### src/rtl/cla_pkg.sv
// Package: shared defaults and the carry scheme selector for the
// grouped lookahead adder. Assumes nothing beyond integer arithmetic.
package cla_pkg;

    // Default bits per group and groups per adder.
    localparam int GROUP_W_DEF    = 4;
    localparam int NUM_GROUPS_DEF = 4;

    // How the carries between groups are formed.
    typedef enum logic {
        SCHEME_LOOKAHEAD = 1'b0,  // second lookahead tier over group G/P
        SCHEME_RIPPLE    = 1'b1   // group carry chained group to group
    } carry_scheme_e;

endpackage : cla_pkg

### src/rtl/cla_bit_pg.sv
// Module: cla_bit_pg
// Forms the generate and propagate terms of a single bit position.
// Assumes unsigned operand bits; purely combinational.
module cla_bit_pg (
    input  logic a_bit,
    input  logic b_bit,
    output logic gen,
    output logic prop
);

    // Generate when both bits set, propagate when exactly one is set.
    always_comb begin
        gen  = a_bit & b_bit;
        prop = a_bit ^ b_bit;
    end

endmodule : cla_bit_pg

### src/rtl/cla_lookahead_unit.sv
// Module: cla_lookahead_unit
// Flat two-level lookahead over W positions. Given per-position
// generate/propagate terms and a carry into position 0, produces the
// carry into every position as an OR of AND terms (no chain), plus the
// block-level generate and propagate. Used both inside each group and
// as the second tier across groups. Assumes W >= 1.
module cla_lookahead_unit #(
    parameter int W = 4
) (
    input  logic [W-1:0] gen,
    input  logic [W-1:0] prop,
    input  logic         cin,
    output logic [W-1:0] carry_into,
    output logic         blk_gen,
    output logic         blk_prop
);

    // Carry into position j: any lower generate whose path up to j
    // propagates, or the incoming carry propagated through all of 0..j-1.
    always_comb begin
        for (int j = 0; j < W; j++) begin
            logic acc;
            logic chain;
            acc   = 1'b0;
            chain = cin;
            for (int k = 0; k < j; k++) begin
                logic term;
                term = gen[k];
                for (int m = k + 1; m < j; m++) begin
                    term = term & prop[m];
                end
                acc   = acc | term;
                chain = chain & prop[k];
            end
            carry_into[j] = acc | chain;
        end
    end

    // Block generate: a carry leaves the top with no carry entering.
    always_comb begin
        blk_gen = 1'b0;
        for (int k = 0; k < W; k++) begin
            logic term;
            term = gen[k];
            for (int m = k + 1; m < W; m++) begin
                term = term & prop[m];
            end
            blk_gen = blk_gen | term;
        end
    end

    // Block propagate: every position passes a carry.
    always_comb begin
        blk_prop = &prop;
    end

endmodule : cla_lookahead_unit

### src/rtl/cla_group.sv
// Module: cla_group
// One W-bit slice of the adder: per-bit G/P cells, internal lookahead,
// sum bits, and group-level G/P for the tier above. The carry into the
// group arrives from outside; the group's own carry-out is not formed
// here (the tier above derives it from grp_gen/grp_prop).
module cla_group #(
    parameter int W = 4
) (
    input  logic [W-1:0] a_in,
    input  logic [W-1:0] b_in,
    input  logic         cin,
    output logic [W-1:0] sum,
    output logic         grp_gen,
    output logic         grp_prop
);

    logic [W-1:0] bit_gen;
    logic [W-1:0] bit_prop;
    logic [W-1:0] bit_cin;

    // One generate/propagate cell per bit.
    for (genvar i = 0; i < W; i++) begin : g_bit
        cla_bit_pg u_pg (
            .a_bit (a_in[i]),
            .b_bit (b_in[i]),
            .gen   (bit_gen[i]),
            .prop  (bit_prop[i])
        );
    end

    cla_lookahead_unit #(.W(W)) u_look (
        .gen        (bit_gen),
        .prop       (bit_prop),
        .cin        (cin),
        .carry_into (bit_cin),
        .blk_gen    (grp_gen),
        .blk_prop   (grp_prop)
    );

    // Sum bit is propagate XOR carry into that bit.
    always_comb begin
        sum = bit_prop ^ bit_cin;
    end

endmodule : cla_group

### src/rtl/cla_group_carry.sv
// Module: cla_group_carry
// Second tier: turns the group G/P signals and the adder carry-in into
// the carry entering each group and the final carry-out. SCHEME picks
// a flat lookahead across groups or a group-to-group chain.
module cla_group_carry #(
    parameter int                    N      = 4,
    parameter cla_pkg::carry_scheme_e SCHEME = cla_pkg::SCHEME_LOOKAHEAD
) (
    input  logic [N-1:0] grp_gen,
    input  logic [N-1:0] grp_prop,
    input  logic         cin,
    output logic [N-1:0] grp_cin,
    output logic         cout
);

    if (SCHEME == cla_pkg::SCHEME_LOOKAHEAD) begin : g_look
        logic all_gen;
        logic all_prop;

        cla_lookahead_unit #(.W(N)) u_tier (
            .gen        (grp_gen),
            .prop       (grp_prop),
            .cin        (cin),
            .carry_into (grp_cin),
            .blk_gen    (all_gen),
            .blk_prop   (all_prop)
        );

        // Final carry from the whole-word generate/propagate.
        always_comb begin
            cout = all_gen | (all_prop & cin);
        end
    end else begin : g_ripple
        logic [N:0] chain;

        // Each group's carry-out feeds the next group in turn.
        always_comb begin
            chain[0] = cin;
            for (int k = 0; k < N; k++) begin
                chain[k+1] = grp_gen[k] | (grp_prop[k] & chain[k]);
            end
            grp_cin = chain[N-1:0];
            cout    = chain[N];
        end
    end

endmodule : cla_group_carry

### src/rtl/cla16_adder.sv
// Module: cla16_adder
// Top of the grouped carry lookahead adder: NUM_GROUPS slices of
// GROUP_W bits, tied together by the second carry tier. Purely
// combinational; outputs follow inputs with no clock or state.
module cla16_adder #(
    parameter int                     GROUP_W    = cla_pkg::GROUP_W_DEF,
    parameter int                     NUM_GROUPS = cla_pkg::NUM_GROUPS_DEF,
    parameter cla_pkg::carry_scheme_e SCHEME     = cla_pkg::SCHEME_LOOKAHEAD,
    localparam int                    DATA_W     = GROUP_W * NUM_GROUPS
) (
    input  logic [DATA_W-1:0] a_in,
    input  logic [DATA_W-1:0] b_in,
    input  logic              carry_in,
    output logic [DATA_W-1:0] sum_out,
    output logic              carry_out
);

    logic [NUM_GROUPS-1:0] grp_gen;
    logic [NUM_GROUPS-1:0] grp_prop;
    logic [NUM_GROUPS-1:0] grp_cin;

    // Slice the operands into groups.
    for (genvar gi = 0; gi < NUM_GROUPS; gi++) begin : g_grp
        cla_group #(.W(GROUP_W)) u_grp (
            .a_in     (a_in[gi*GROUP_W +: GROUP_W]),
            .b_in     (b_in[gi*GROUP_W +: GROUP_W]),
            .cin      (grp_cin[gi]),
            .sum      (sum_out[gi*GROUP_W +: GROUP_W]),
            .grp_gen  (grp_gen[gi]),
            .grp_prop (grp_prop[gi])
        );
    end

    cla_group_carry #(.N(NUM_GROUPS), .SCHEME(SCHEME)) u_tier2 (
        .grp_gen  (grp_gen),
        .grp_prop (grp_prop),
        .cin      (carry_in),
        .grp_cin  (grp_cin),
        .cout     (carry_out)
    );

endmodule : cla16_adder

### config.mk
export PLATFORM = sky130hd
export DESIGN_NAME = cla16_adder
export DESIGN_NICKNAME = d
export VERILOG_FILES = /design/src/rtl/cla_pkg.sv /design/src/rtl/cla_bit_pg.sv /design/src/rtl/cla_lookahead_unit.sv /design/src/rtl/cla_group.sv /design/src/rtl/cla_group_carry.sv /design/src/rtl/cla16_adder.sv
export SDC_FILE = /design/constraint.sdc
export NUM_CORES = 1
export LEC_CHECK = 0
export BUFFER_PORTS_ARGS = -buffer_cell sky130_fd_sc_hd__buf_2
export CORE_MARGIN = 5
export CORE_UTILIZATION = 39
export DETAILED_ROUTE_END_ITERATION = 6
export PLACE_DENSITY = 0.81
export REMOVE_ABC_BUFFERS = 1
export SLEW_MARGIN = 40
export SYNTH_ARGS = -nofsm -noshare
export SYNTH_HDL_FRONTEND = slang
export SYNTH_HIERARCHICAL = 1
export SYNTH_SLANG_ARGS = --single-unit
### constraint.sdc
create_clock -name vclk -period 2.5
set_input_delay 0.5 -clock vclk [all_inputs]
set_output_delay 0.5 -clock vclk [all_outputs]
set_load 0.05 [all_outputs]
After elaboration in Yosys (flattened, before gate mapping) --
Cells that the tools add are included. W data, S select, Z words.
Word-level totals: logic and storage cells 133, register bits after elaboration 0, bits of input ports 33, output and inout bits 17
Operators by class: reduce and logical (&&, ||, !) cells 5, bitwise gates (word level) 128
Operator list (number):
- $and A1 B1 Y1 | 62
- $or A1 B1 Y1 | 46
- $reduce_and A16 Y1 | 1
- $reduce_and A4 Y1 | 4
- $xor A1 B1 Y1 | 16
- $xor A4 B4 Y4 | 4

Depth between registers and ports, before layout --
Gate-level depths: netlist of run 1.
depth after elaboration 17, mapped depth 8, mapped depth without buffers 8

Hierarchy --
The synthesis of run 1 kept the hierarchy.
Modules (own cells, without submodules):
- cla_lookahead_unit | sequential area each 0.0 sq um, times used 5, area each 65.1 sq um, cells each 11
- cla_bit_pg | sequential area each 0.0 sq um, times used 16, area each 12.5 sq um, cells each 1
- cla_group | sequential area each 0.0 sq um, times used 4, area each 35.0 sq um, cells each 4
- cla_group_carry | sequential area each 0.0 sq um, times used 1, area each 7.5 sq um, cells each 1

Least setup slack after synthesis of run 1 --
No wires, ideal clock.
path type input-to-output, start input a_in[1], end output sum_out[15], slack -0.652 ns, required time 2.000 ns, arrival 2.652 ns, cell stages on the path 8, path buffers 0, cells stage by stage ha_1 > a21oi_1 > o21ai_1 > a21o_1 > a31o_1 > a21o_1 > a31o_1 > xor2_1
On the way: word-level cells in the longest chain between the ends 17, elaborated cells between the ends (all ways) 24, those cells by class bitwise (23); reduce/logical (1)
Ends and longest elaborated chain:
- from (decl) | line cla16_adder.sv:11 | input logic [DATA_W-1:0] a_in,
- $xor A1 B1 Y1 | line cla_bit_pg.sv:14 | prop = a_bit ^ b_bit;
- $and A1 B1 Y1 (3 in a row) | line cla_lookahead_unit.sv:46 | term = term & prop[m];
- $or A1 B1 Y1 (*) (3 in a row) | line cla_lookahead_unit.sv:48 | blk_gen = blk_gen | term;
- via grp_gen[0] | line cla16_adder.sv:18 | logic [NUM_GROUPS-1:0] grp_gen;
- $and A1 B1 Y1 (*) (2 in a row) | line cla_lookahead_unit.sv:30 | term = term & prop[m];
- $or A1 B1 Y1 (*) (2 in a row) | line cla_lookahead_unit.sv:32 | acc = acc | term;
- $or A1 B1 Y1 (*) | line cla_lookahead_unit.sv:35 | carry_into[j] = acc | chain;
- via grp_cin[3] | line cla16_adder.sv:20 | logic [NUM_GROUPS-1:0] grp_cin;
- $and A1 B1 Y1 (*) (3 in a row) | line cla_lookahead_unit.sv:33 | chain = chain & prop[k];
- $or A1 B1 Y1 (*) | line cla_lookahead_unit.sv:35
- via g_grp[3].u_grp.bit_cin[3] | line cla_group.sv:19 | logic [W-1:0] bit_cin;
- $xor A4 B4 Y4 (*) | line cla_group.sv:42 | sum = bit_prop ^ bit_cin;
- to (decl) | line cla16_adder.sv:14 | output logic [DATA_W-1:0] sum_out,
The timed path passes the listed nets; every way through them passes the cells marked *.

Final worst setup path of run 1 --
start input b_in[3], end output sum_out[15]
On the way: word-level cells in the longest chain between the ends 15, elaborated cells between the ends (all ways) 22, those cells by class bitwise (21); reduce/logical (1)
Ends and longest elaborated chain:
- from (decl) | line cla16_adder.sv:12 | input logic [DATA_W-1:0] b_in,
- $xor A1 B1 Y1 (*) | line cla_bit_pg.sv:14
- via g_grp[0].u_grp.bit_prop[3] | line cla_group.sv:18 | logic [W-1:0] bit_prop;
- $and A1 B1 Y1 | line cla_lookahead_unit.sv:46
- $or A1 B1 Y1 | line cla_lookahead_unit.sv:48
- $or A1 B1 Y1 (*) (2 in a row) | line cla_lookahead_unit.sv:48
- via grp_gen[0] | line cla16_adder.sv:18
- $and A1 B1 Y1 (*) (2 in a row) | line cla_lookahead_unit.sv:30
- $or A1 B1 Y1 (*) (2 in a row) | line cla_lookahead_unit.sv:32
- $or A1 B1 Y1 (*) | line cla_lookahead_unit.sv:35
- via grp_cin[3] | line cla16_adder.sv:20
- $and A1 B1 Y1 (*) (3 in a row) | line cla_lookahead_unit.sv:33
- $or A1 B1 Y1 (*) | line cla_lookahead_unit.sv:35
- via g_grp[3].u_grp.bit_cin[3] | line cla_group.sv:19
- $xor A4 B4 Y4 (*) | line cla_group.sv:42
Marked as above.

==> results.json, run 1 <==
{
  "ant_nets": 0,
  "ys_warn_count": 6,
  "comb_power_share_pct": 100.0,
  "wirelength_mm": 3.65,
  "synth_area_leaders": "ha_1, xor2_1, a21o_1",
  "synth_cell_type_count": 9,
  "final_nets": 213,
  "grt_overflow_total": 0,
  "start_util_pct": 39.9,
  "synth_common_cells": "a21o_1, ha_1, xor2_1",
  "setup_viol": 13,
  "place_ws_ps": -485,
  "yosysTopAreaCell": "ha_1",
  "postCtsHoldBufs": 0,
  "timing.fmax_mhz": 361,
  "total_power_w": 0.000668,
  "area_growth_pct": 111,
  "drt_iter0_markers": 18,
  "grt_pass1_wl_mm": 3.95,
  "cp.arrival_ps": 2270,
  "hold_viol": 0,
  "worst-path-buf-inv": 2,
  "grt_max_degree": 6,
  "end_kind": "primary output",
  "power_frac_clock_pct": 0,
  "fin_crit_sh_pct": 111,
  "layout_setup_ws_ps": -267,
  "path_class": "in2out",
  "switching_share_pct": 61.3,
  "status": "finished with violations",
  "leakage_nw": 0.768,
  "slowest_stage": "ha_4",
  "slew-limit-headroom_pct": 81.4,
  "drt_first_pass_iters": 4,
  "rows": 15,
  "crit_family": "compound AO/OA/AOI/OAI gates",
  "yosysSeqAreaShare_pct": 0,
  "synth_area_per_cell_sq_um": 7.65,
  "antenna_found_initial": 0,
  "power_density_nw_per_um2": 470,
  "clockBufferCount": 0,
  "path_max_fanout": 3,
  "critPathMaxStageDelay_ps": 260,
  "drc": 0,
  "tightest_slew_ps": 280,
  "drive_above_1_share_pct": 65.4,
  "internal_power_w": 0.000258,
  "dieHeight_um": 51.5,
  "place.gp.congestion": 0.717,
  "wl_per_cell_um": 20.4,
  "switchingPower_w": 0.000410,
  "design.core.area_sq_um": 1690,
  "report.final.slew_viol_count": 0,
  "crit_required_ps": 2000,
  "synthesis.area_sq_um": 673,
  "ios": 50,
  "cp_cell_sequence": "buf_6, ha_4, a21oi_4, o21ai_2, a21o_1, a31o_1, a21o_1, a31o_1, xor2_1, buf_4",
  "power_frac_seq_pct": 0,
  "finalSetupTns_ps": -1960,
  "setup.worst_path.start_class": "input port",
  "vias": 1061,
  "n_sequential_cell": 0,
  "fin_crit_ps": 2770,
  "syn-instance-count": 88,
  "io_buffers": 50,
  "rsz0062_at_grt": "true",
  "die_area_sq_um": 2660,
  "dieWidth_um": 51.5,
  "place_hpwl_mm": 1.90,
  "ff_latch_area_sq_um": 0,
  "antennaDiodeCount": 0,
  "hold_path_class": "in2out",
  "grt_pass1_vias": 990,
  "avgViaCountPerCell": 5.93,
  "peakVddDrop_mv": 0.302,
  "track_usage_pct": 18.8,
  "cap_violations": 0,
  "violations": "setup timing",
  "synth_top_area_share_pct": 29.7
}
==> final timing paths <==
path / end / from / slack (ps) / cells past startpoint
max: sum_out[15] / b_in[3] / -270 / 10
min: sum_out[0] / carry_in / 1440 / 3
==> layout make-up <==
class | instances | area (sq um)
timing repair buffer | 79 | 557
tap | 17 | 21.3
multi-input combinational | 83 | 842
fill | 97 | 269
==> routing by layer <==
layer | track usage (%) | up-vias | part of all wire [%]
met2 | 43.2 | 72 | 50
li1 | - | 465 | -
met4 | 4.80 | 0 | 5.7
met5 | 0 | - | 0
met3 | 2.29 | 21 | 8.6
met1 | 15.7 | 503 | 35
==> through the flow <==
stage	cells	cell area, sq um	util (%)	hold slack (ps)
3_5_place_dp	177	1110	65.7	1410
2_1_floorplan	83	636	-	1270
5_1_grt	179	1420	84.1	1440
4_1_cts	178	1300	76.7	1410
3_3_place_gp	177	1110	65.7	1390
6_report	179	1420	84.1	1440
==> cell families after synthesis <==
kind of cell             count (synthesis)  share of synthesized area, %
buffers and inverters                    5                          5.58
adder cells (fa/ha/maj)                 16                          29.7
XOR/XNOR                                16                          20.8
AND/OR/NAND/NOR                         15                          8.37
AO/OA/AOI/OAI                           36                          35.5
==> power by group through the flow <==
stage	registers [W]	logic [W]	clock network, W
after global routing	0	0.000696	0
after global placement	0	0.000513	0
after floorplan	0	0.000359	0
final	0	0.000668	0
after CTS	0	0.000594	0
after detailed placement	0	0.000526	0
==> repair_timing <==
| action | CTS | global route |
|---|---|---|
| buffers inserted | 2 | 2 |
| cloned | 0 | 0 |
| resized for setup | 34 | 21 |
| setup endpoints to repair | 11 | 11 |
| pin swaps | 24 | 17 |
==> layout by cell type, fill, tap and decap left out <==
cell type | Yosys | routed
ha_4 | 0 | 9
nand2_4 | 0 | 1
a21o_1 | 16 | 16
ha_1 | 16 | 6
nand2_2 | 0 | 2
nand2_1 | 10 | 7
buf_2 | 0 | 31
a21oi_4 | 0 | 3
nor2_1 | 5 | 2
a21oi_1 | 10 | 4
o21ai_1 | 5 | 2
xor2_2 | 0 | 2
a31o_1 | 5 | 5
buf_4 | 5 | 37
nor2_2 | 0 | 3
ha_2 | 0 | 1
buf_6 | 0 | 11
a21oi_2 | 0 | 3
xor2_1 | 16 | 14
o21ai_2 | 0 | 3
Note: power is estimated with default switching activity, not from simulation.
==> run 2: changes to the inputs <==
--- a/config.mk
+++ b/config.mk
@@ -9,10 +9,10 @@
 export CORE_MARGIN = 5
 export CORE_UTILIZATION = 39
 export DETAILED_ROUTE_END_ITERATION = 6
-export PLACE_DENSITY = 0.81
+export MAX_ROUTING_LAYER = met4
+export PLACE_DENSITY = 0.8
 export REMOVE_ABC_BUFFERS = 1
 export SLEW_MARGIN = 40
 export SYNTH_ARGS = -nofsm -noshare
 export SYNTH_HDL_FRONTEND = slang
-export SYNTH_HIERARCHICAL = 1
 export SYNTH_SLANG_ARGS = --single-unit
==> run 2 against run 1 <==
  * The flow still finishes with violations (setup timing)
  * Critical path type unchanged
  * Utilization up 9.6 points
  * Total power up 4.4%
  * Flip-flop and latch count unchanged
  * Setup slack worse by 340 ps
  * Largest power group unchanged
==> results.json, run 2 <==
{
  "status": "finished with violations",
  "violations": "setup timing",
  "synth_cell_type_count": 22,
  "syn-instance-count": 83,
  "setup_viol": 13,
  "final_nets": 224,
  "start_util_pct": 40.6,
  "n_sequential_cell": 0,
  "path_class": "in2out",
  "tightest_slew_ps": 424,
  "report.final.slew_viol_count": 0,
  "avgViaCountPerCell": 5.40,
  "setup.worst_path.start_class": "input port",
  "rsz0062_at_grt": "true",
  "ff_latch_area_sq_um": 0,
  "synth_top_area_share_pct": 36.1,
  "fin_crit_ps": 3110,
  "vias": 1026,
  "wirelength_mm": 4.17,
  "crit_family": "simple AND/OR/NAND/NOR gates",
  "synth_area_leaders": "ha_1, fa_1, o21a_1",
  "dieWidth_um": 52.2,
  "end_kind": "primary output",
  "drt_iter0_markers": 14,
  "peakVddDrop_mv": 0.362,
  "die_area_sq_um": 2720,
  "grt_overflow_total": 0,
  "critPathMaxStageDelay_ps": 250,
  "path_max_fanout": 3,
  "multiInputGateArea_sq_um": 907,
  "cap_violations": 0,
  "rows": 15,
  "design.core.area_sq_um": 1710,
  "worst-path-buf-inv": 4,
  "grt_max_degree": 5,
  "grt_pass1_vias": 1163,
  "dieHeight_um": 52.2,
  "synthesis.area_sq_um": 693,
  "slew-limit-headroom_pct": 71.5,
  "cp_cell_sequence": "buf_2, ha_4, buf_4, nand3_1, nor2_2, nor3_4, inv_2, ha_2, o21a_1, o21a_1, nor2_2, xnor2_1, buf_4",
  "area_growth_pct": 131,
  "drc": 0,
  "min_to": "sum_out[12]",
  "placed_area_sq_um": 1130,
  "layout_setup_ws_ps": -609,
  "total_power_w": 0.000697,
  "utilization_pct": 93.7,
  "power_density_nw_per_um2": 436,
  "place_hpwl_mm": 1.87,
  "slowest_stage": "o21a_1",
  "place.gp.congestion": 0.741,
  "synth_common_cells": "ha_1, nor2_1, o21a_1",
  "drt_first_pass_iters": 4,
  "antenna_found_initial": 0,
  "clockBufferCount": 0,
  "fin_crit_sh_pct": 124,
  "cp.arrival_ps": 2610,
  "layout_common_cells": "buf_4, buf_2, buf_6, ha_4, o21a_1",
  "hold_path_class": "in2out",
  "leakage_nw": 0.756,
  "hold_viol": 0,
  "track_usage_pct": 24.1,
  "nFillCells": 57,
  "grt_pass1_wl_mm": 4.91,
  "dp.cells": 179,
  "crit_required_ps": 2000,
  "ant_nets": 0,
  "drive_above_1_share_pct": 73.9,
  "final_cell_count_no_fill": 190,
  "wl_per_cell_um": 21.9,
  "yosysMostFrequentCell": "ha_1",
  "holdPathStages": 3,
  "whs_ps": 1480,
  "yosysSeqAreaShare_pct": 0,
  "fin_area_sq_um": 1600,
  "antennaDiodeCount": 0,
  "ys_warn_count": 0,
  "timing.fmax_mhz": 322,
  "io_buffers": 50,
  "hold_start": "b_in[12]",
  "ios": 50,
  "yosysTopAreaCell": "ha_1",
  "final_common_cell": "buf_4",
  "synth_area_per_cell_sq_um": 8.35
}
==> run 2: worst max-delay path by stage <==
stage / startpoint / endpoint / slack, ps / cells after the start
finish: a_in[2] / sum_out[7] / -610 / 13
global route: b_in[2] / sum_out[7] / -660 / 13
CTS: a_in[7] / sum_out[15] / -460 / 12
detailed placement: a_in[0] / sum_out[15] / -630 / 12
global placement: a_in[0] / sum_out[11] / -570 / 12
floorplan: a_in[5] / sum_out[15] / -710 / 10
==> run 2: worst min-delay path: cells and delay by family <==
family | cells | cell delay (ps)
buffers and inverters | 2 | 260
adder cells (fa/ha/maj) | 1 | 220
==> run 2: cells by family (layout without fill, tap and decap cells) <==
group                      count (synthesis)  count (layout)  share of synthesized area [%]
and+or+nand+nor                           26              26                           18.8
adders and majority gates                 24              24                           47.7
buffers and inverters                      5              87                           2.71
xor gates and xnor gates                   8               8                           10.1
AOI/OAI and AO/OA                         20              20                           20.8
==> run 2: final cells by class <==
| cell class | count | area share (%) |
|---|---|---|
| inverters | 5 | 1.17 |
| multi-input cells | 78 | 56.7 |
| well taps | 25 | 1.95 |
| repair buffers | 82 | 40.2 |
==> run 2: power by group <==
group | leakage, nW | internal (W) | switching, W | total, W
Sequential | 0 | 0 | 0 | 0
Combinational | 0.756 | 0.000294 | 0.000403 | 0.000697
Clock | 0 | 0 | 0 | 0
Total | 0.756 | 0.000294 | 0.000403 | 0.000697
==> run 2: metal layers <==
metal	part of all wire (%)	wire (um)	GRT usage, %	vias to the layer above
met4	5.2	217	11.9	0
li1	-	-	-	466
met1	37	1540	22.9	482
met3	5.7	236	3.15	20
met5	0	0	-	-
met2	52	2180	46.7	58
==> run 2: repair_timing <==
item / in CTS / in global routing
buffers inserted: 6 / 7
pin swaps: 24 / 15
endpoints found under the setup margin: 14 / 14
gates resized for setup: 48 / 37
endpoints found under the hold margin: 0 / 0
hold buffers: 0 / 0
==> run 2: metrics by stage <==
step,setup WS (ps),TNS (ps)
after floorplan,-714,-5180
after global placement,-566,-5180
after global routing,-659,-6050
after detailed placement,-629,-5460
after CTS,-459,-3770
final,-609,-5430
